**src/rtl/refresh_pacer_pkg.sv**
```systemverilog
package refresh_pacer_pkg;

  // Strobes from the interval control to the owed-count datapath
  typedef struct packed {
    logic clear;   // enable low: wipe the count and the flag
    logic expire;  // the current period completed on this edge
    logic burst;   // the completed period was a burst period
    logic take;    // an acknowledge is consumed on this edge
  } pacerStrobe_t;

endpackage

```
**src/rtl/refresh_pacer_ctrl.sv**
```systemverilog
module refresh_pacer_ctrl
  import refresh_pacer_pkg::*;
#(
  parameter int INTERVAL_W = 16,
  parameter int BURST_LEN  = 8
) (
  input  logic                  clk,
  input  logic                  rstN,
  input  logic                  enable,
  input  logic                  burstMode,
  input  logic [INTERVAL_W-1:0] interval,
  input  logic                  refAck,
  input  logic                  owedNonZero,
  output pacerStrobe_t          strobe
);

  localparam int PERIOD_W = INTERVAL_W + $clog2(BURST_LEN);

  logic [PERIOD_W-1:0] tick;
  logic [PERIOD_W-1:0] period;
  logic [PERIOD_W:0]   tickInc;
  logic                lastTick;

  // Period length for the selected pacing mode
  always_comb begin
    if (burstMode) period = PERIOD_W'(interval) * PERIOD_W'(BURST_LEN);
    else           period = PERIOD_W'(interval);
  end

  // Periods of 0 or 1 both complete on every cycle
  always_comb begin
    tickInc  = {1'b0, tick} + 1'b1;
    lastTick = tickInc >= {1'b0, period};
  end

  always_ff @(posedge clk) begin
    if (!rstN)          tick <= '0;
    else if (!enable)   tick <= '0;
    else if (lastTick)  tick <= '0;
    else                tick <= tickInc[PERIOD_W-1:0];
  end

  always_comb begin
    strobe.clear  = !enable;
    strobe.expire = enable && lastTick;
    strobe.burst  = burstMode;
    strobe.take   = enable && refAck && owedNonZero;
  end

endmodule

```
**src/rtl/refresh_pacer_dp.sv**
```systemverilog
module refresh_pacer_dp
  import refresh_pacer_pkg::*;
#(
  parameter int BURST_LEN = 8,
  parameter int MAX_OWED  = 16,
  parameter int OWED_W    = 5
) (
  input  logic              clk,
  input  logic              rstN,
  input  pacerStrobe_t      strobe,
  output logic [OWED_W-1:0] owed,
  output logic              owedNonZero,
  output logic              overflow
);

  localparam int SUM_W = OWED_W + $clog2(BURST_LEN) + 1;

  logic [SUM_W-1:0] addAmt;
  logic [SUM_W-1:0] nextSum;
  logic             saturate;

  always_comb begin
    if (!strobe.expire)    addAmt = '0;
    else if (strobe.burst) addAmt = SUM_W'(BURST_LEN);
    else                   addAmt = SUM_W'(1);
    // take is only asserted with a non-zero count, so no underflow
    nextSum  = SUM_W'(owed) + addAmt - (strobe.take ? SUM_W'(1) : SUM_W'(0));
    saturate = nextSum > SUM_W'(MAX_OWED);
  end

  always_ff @(posedge clk) begin
    if (!rstN || strobe.clear) begin
      owed     <= '0;
      overflow <= 1'b0;
    end else begin
      owed     <= saturate ? OWED_W'(MAX_OWED) : nextSum[OWED_W-1:0];
      overflow <= overflow | saturate;
    end
  end

  assign owedNonZero = |owed;

endmodule

```
**src/rtl/refresh_pacer.sv**
```systemverilog
module refresh_pacer
  import refresh_pacer_pkg::*;
#(
  parameter int INTERVAL_W = 16,
  parameter int BURST_LEN  = 8,
  parameter int MAX_OWED   = 16
) (
  input  logic                              clk,
  input  logic                              rstN,
  input  logic                              enable,
  input  logic                              burstMode,
  input  logic [INTERVAL_W-1:0]             interval,
  input  logic                              refAck,
  output logic                              refReq,
  output logic [$clog2(MAX_OWED+1)-1:0]     owed,
  output logic                              overflow
);

  localparam int OWED_W = $clog2(MAX_OWED + 1);

  pacerStrobe_t strobe;
  logic         owedNonZero;

  refresh_pacer_ctrl #(
    .INTERVAL_W(INTERVAL_W),
    .BURST_LEN (BURST_LEN)
  ) u_ctrl (
    .clk        (clk),
    .rstN       (rstN),
    .enable     (enable),
    .burstMode  (burstMode),
    .interval   (interval),
    .refAck     (refAck),
    .owedNonZero(owedNonZero),
    .strobe     (strobe)
  );

  refresh_pacer_dp #(
    .BURST_LEN(BURST_LEN),
    .MAX_OWED (MAX_OWED),
    .OWED_W   (OWED_W)
  ) u_dp (
    .clk        (clk),
    .rstN       (rstN),
    .strobe     (strobe),
    .owed       (owed),
    .owedNonZero(owedNonZero),
    .overflow   (overflow)
  );

  assign refReq = owedNonZero;

endmodule

```
**config.mk**
```make
export PLATFORM = sky130hd
export DESIGN_NAME = refresh_pacer
export DESIGN_NICKNAME = d
export VERILOG_FILES = /design/src/rtl/refresh_pacer_pkg.sv /design/src/rtl/refresh_pacer_ctrl.sv /design/src/rtl/refresh_pacer_dp.sv /design/src/rtl/refresh_pacer.sv
export SDC_FILE = /design/constraint.sdc
export NUM_CORES = 1
export LEC_CHECK = 0
export ABC_CLOCK_PERIOD_IN_PS = 5500
export CORE_MARGIN = 2
export CORE_UTILIZATION = 40
export DETAILED_ROUTE_END_ITERATION = 6
export SYNTH_ARGS = -nofsm -noshare
export SYNTH_HDL_FRONTEND = slang
export SYNTH_SLANG_ARGS = --single-unit
```
**constraint.sdc**
```tcl
create_clock -name clk -period 5.5 [get_ports clk]
set_input_delay 1.1 -clock clk [delete_from_list [all_inputs] [get_ports clk]]
set_output_delay 1.1 -clock clk [all_outputs]
set_load 0.01 [all_outputs]
```
==> key figures <==
GRT
  – Global-route wire length before repair: 7080 um
  – Initial antenna violation count: 0
  – Largest net degree at the start of global routing: 20
  – Overflow after GRT: 0
  – GRT Util Overall: 16.4%
  – Vias in the first global route: 1551

Synth
  – Post-synthesis share of cell area spent on xor and xnor gates: 9.09%
  – Register bit count reported by yosys: 25
  – Synth warn: 0
  – Fraction of the mapped netlist area in simple logic gates: 26.3%
  – Main combinational cell family by area after synthesis: simple AND/OR/NAND/NOR gates
  – Compound-Gate Fraction of Synth Area: 10.9%
  – Post-synthesis mux area share: 6.93%
  – Unique cell type count in the Yosys netlist: 43
  – Post-synthesis adder-cell area fraction: 18.3%
  – Register area share after synthesis: 24.7%
  – Share of the synthesized area in the top cell type: 24.7%
  – Post-synthesis instance total: 213
  – Cell Area, Synth: 2020 um2
  – Cell accounting for the most synthesized area: dfxtp_1
  – Post-synth net total: 263
  – Top post-synthesis cells by area: dfxtp_1 25%, ha_1 17%, mux2i_1 6.9%
  – Avg Inst Size Synth: 9.50 um2

STA
  – TNS Setup: 0 ns
  – Post-layout min period: 5.00 ns
  – Worst Skew: 0.00519 ns
  – Worst-Margin Slew: 0.701 ns
  – Peak Freq: 0.200 GHz
  – Slew margin rel.: 53.1%
  – RSZ-0062 raised after global routing: false
  – Final hold viol count: 0
  – Fin. max-slew vios: 0
  – Setup violations, final: 0
  – Final period util: 90.9%

Floorplan
  – Row cnt: 25
  – Core area: 4790 um2
  – Starting Density: 42.3%
  – Die width: 75.1 um
  – Die area: 5640 um2
  – Vert. Die Dim: 75.1 um
  – I/O pin total: 28

Cells and area
  – Fin cells: 308
  – Share of layout cells above drive strength 1: 8.30%
  – Most frequent cells in the layout: 28 x ha_1, 27 x clkdlybuf4s50_1, 25 x dfxtp_1
  – Number of fill cells: 480
  – Most common cell after layout, fill and taps aside: ha_1
  – Nets: 292
  – Antenna Diode Count: 0
  – Multi-input logic area: 1450 um2
  – Reg area: 500 um2
  – Area growth, synth to finish: 19.4%

Worst setup path
  – Element type at the critical path end: flip-flop
  – Worst path required time: 5.71 ns
  – Worst Path Arrival: 5.21 ns
  – Crit start category: primary input
  – Crit Path Class: primary input to flip-flop
  – Peak fanout along the critical path: 9

Power
  – Pleak: 0.000989 uW
  – VDD IR-drop max: 0.119 mV
  – Pwr Density: 198 nW/um2

Routing
  – Drc violations: 0
  – Post-DRT Antenna Nets: 0
  – Routed length per instance: 13.8 um
  – DRT Pass-1 Iters: 4
  – Routed vias/inst: 5.20
  – Initial DRC Count: 37
  – DRT Wirelength: 4260 um
  – Via count: 1601

Clocking
  – Reg clk slew, reported paths: 0.08 ns
  – Clock Tree Root: clkbuf_8
  – Num CTS Buffers: 3
  – Post-CTS Setup Bufs: 0
  – Post_cts resized: 0
  – Clock Tree Buf Depth: 2
  – Worst-skew pair later-pin latency: 0.26 ns
  – Clk sinks: 25
  – H-Tree Depth: 1
  – CTS tree: built
  – Post-CTS Hold Fix Bufs: 0

Placement
  – Post-DP HPWL: 3540 um
  – Final RePlAce weighted congestion: 0.786
  – # port buffers: 27
  – Cells after DPL: 304

Run
  – Max Cap Viol: 0

Run status
  – Status: complete, no violations

Hold path
  – Min-Delay Path Class: flip-flop to flip-flop
sequential cells by signal (all words and copies together) (netlist names):
| register | flops |
|---|---|
| u_dp.overflow | 1 |
| u_ctrl.tick | 19 |
| u_dp.owed | 5 |
routing by layer:
| metal | GRT usage (%) | part of all wire (%) | up-vias |
|---|---|---|---|
| li1 | - | - | 831 |
| met1 | 23.0 | 52 | 733 |
| met2 | 26.4 | 43 | 33 |
| met3 | 2.14 | 3.7 | 4 |
| met4 | 4.17 | 1.0 | 0 |
| met5 | 0 | 0 | - |
per-stage QoR:
stage                     cell area [um2]  util [%]  setup WS (ns)  total power, uW  hold WS (ns)
final                                2420      50.5          0.501              478         0.505
after global routing                 2420      50.5          0.207              515         0.521
after CTS                            2420      50.5          0.443              487         0.509
after detailed placement             2370      49.5          0.174              378         0.483
after global placement               2370      49.5          0.240              377         0.480
after floorplan                      2020         -          0.976              318         0.504
final cells by class:
class / instances / share of cell area, %
Clock buffer: 4 / 1.86
Inverter: 13 / 2.02
Tap cell: 67 / 3.47
Timing Repair Buffer: 28 / 12.0
Multi-Input combinational cell: 171 / 59.9
Sequential cell: 25 / 20.7
worst paths after layout:
check	endpoint	startpoint	slack, ns	depth (start not counted)
setup / recovery	u_dp.overflow$_SDFF_PP0_	burstMode	0.50	16
hold / removal	u_dp.overflow$_SDFF_PP0_	u_dp.overflow$_SDFF_PP0_	0.51	1
hold reg to reg	u_dp.overflow$_SDFF_PP0_	u_dp.overflow$_SDFF_PP0_	0.51	1
setup reg to reg	u_dp.overflow$_SDFF_PP0_	u_ctrl.tick[0]$_SDFF_PP0_	0.63	19
cell usage after synthesis (all sizes together):
| master | instances |
|---|---|
| o31ai | 1 |
| a21oi | 7 |
| buf | 2 |
| a221oi | 2 |
| o2bb2ai | 1 |
| clkbuf | 2 |
| inv | 13 |
| a41oi | 1 |
| nand3 | 11 |
| ha | 28 |
| nor4 | 6 |
| xnor2 | 13 |
| a211oi | 1 |
| and3 | 6 |
| o21ai | 2 |
| o211ai | 1 |
| a221o | 1 |
| a21o | 4 |
| dfxtp | 25 |
| nor3b | 17 |
| a21boi | 1 |
| o21bai | 1 |
| fa | 1 |
| or2 | 1 |
| o31a | 1 |
| o21a | 1 |
| and4 | 3 |
| nor3 | 5 |
| o211a | 1 |
| mux2i | 14 |
| nor2b | 3 |
| nand2 | 13 |
| nor2 | 6 |
| xor2 | 8 |
| nand2b | 4 |
| and2 | 1 |
| nand4 | 5 |
worst max-delay path: stages:
cell and delay, ns:
clkdlybuf4s50_1 0.78, nand2_1 0.11, ha_1 0.35, and3_1 0.24
and3_1 0.23, nand4_1 0.19, o211a_1 0.27, a21oi_1 0.21
ha_1 0.20, inv_1 0.05, fa_1 0.40, nand2b_1 0.16
o2bb2ai_1 0.19, xor2_1 0.17, a41oi_1 0.37, o31a_1 0.19
power by group:
group	internal, uW	total (uW)	switching (uW)
combinational	87.3	179	91.7
sequential	188	194	6.64
clock	51.7	105	53.5
cells by family (layout without fill, tap and decap cells):
family	count (synthesis)	count (layout)
XOR/XNOR	21	21
AO/OA/AOI/OAI	26	26
multiplexers	14	14
AND/OR/NAND/NOR	81	81
adder cells (fa/ha/maj)	29	29
buffers and inverters	17	45
flip-flops	25	25
Note: power is estimated with default switching activity, not from simulation.
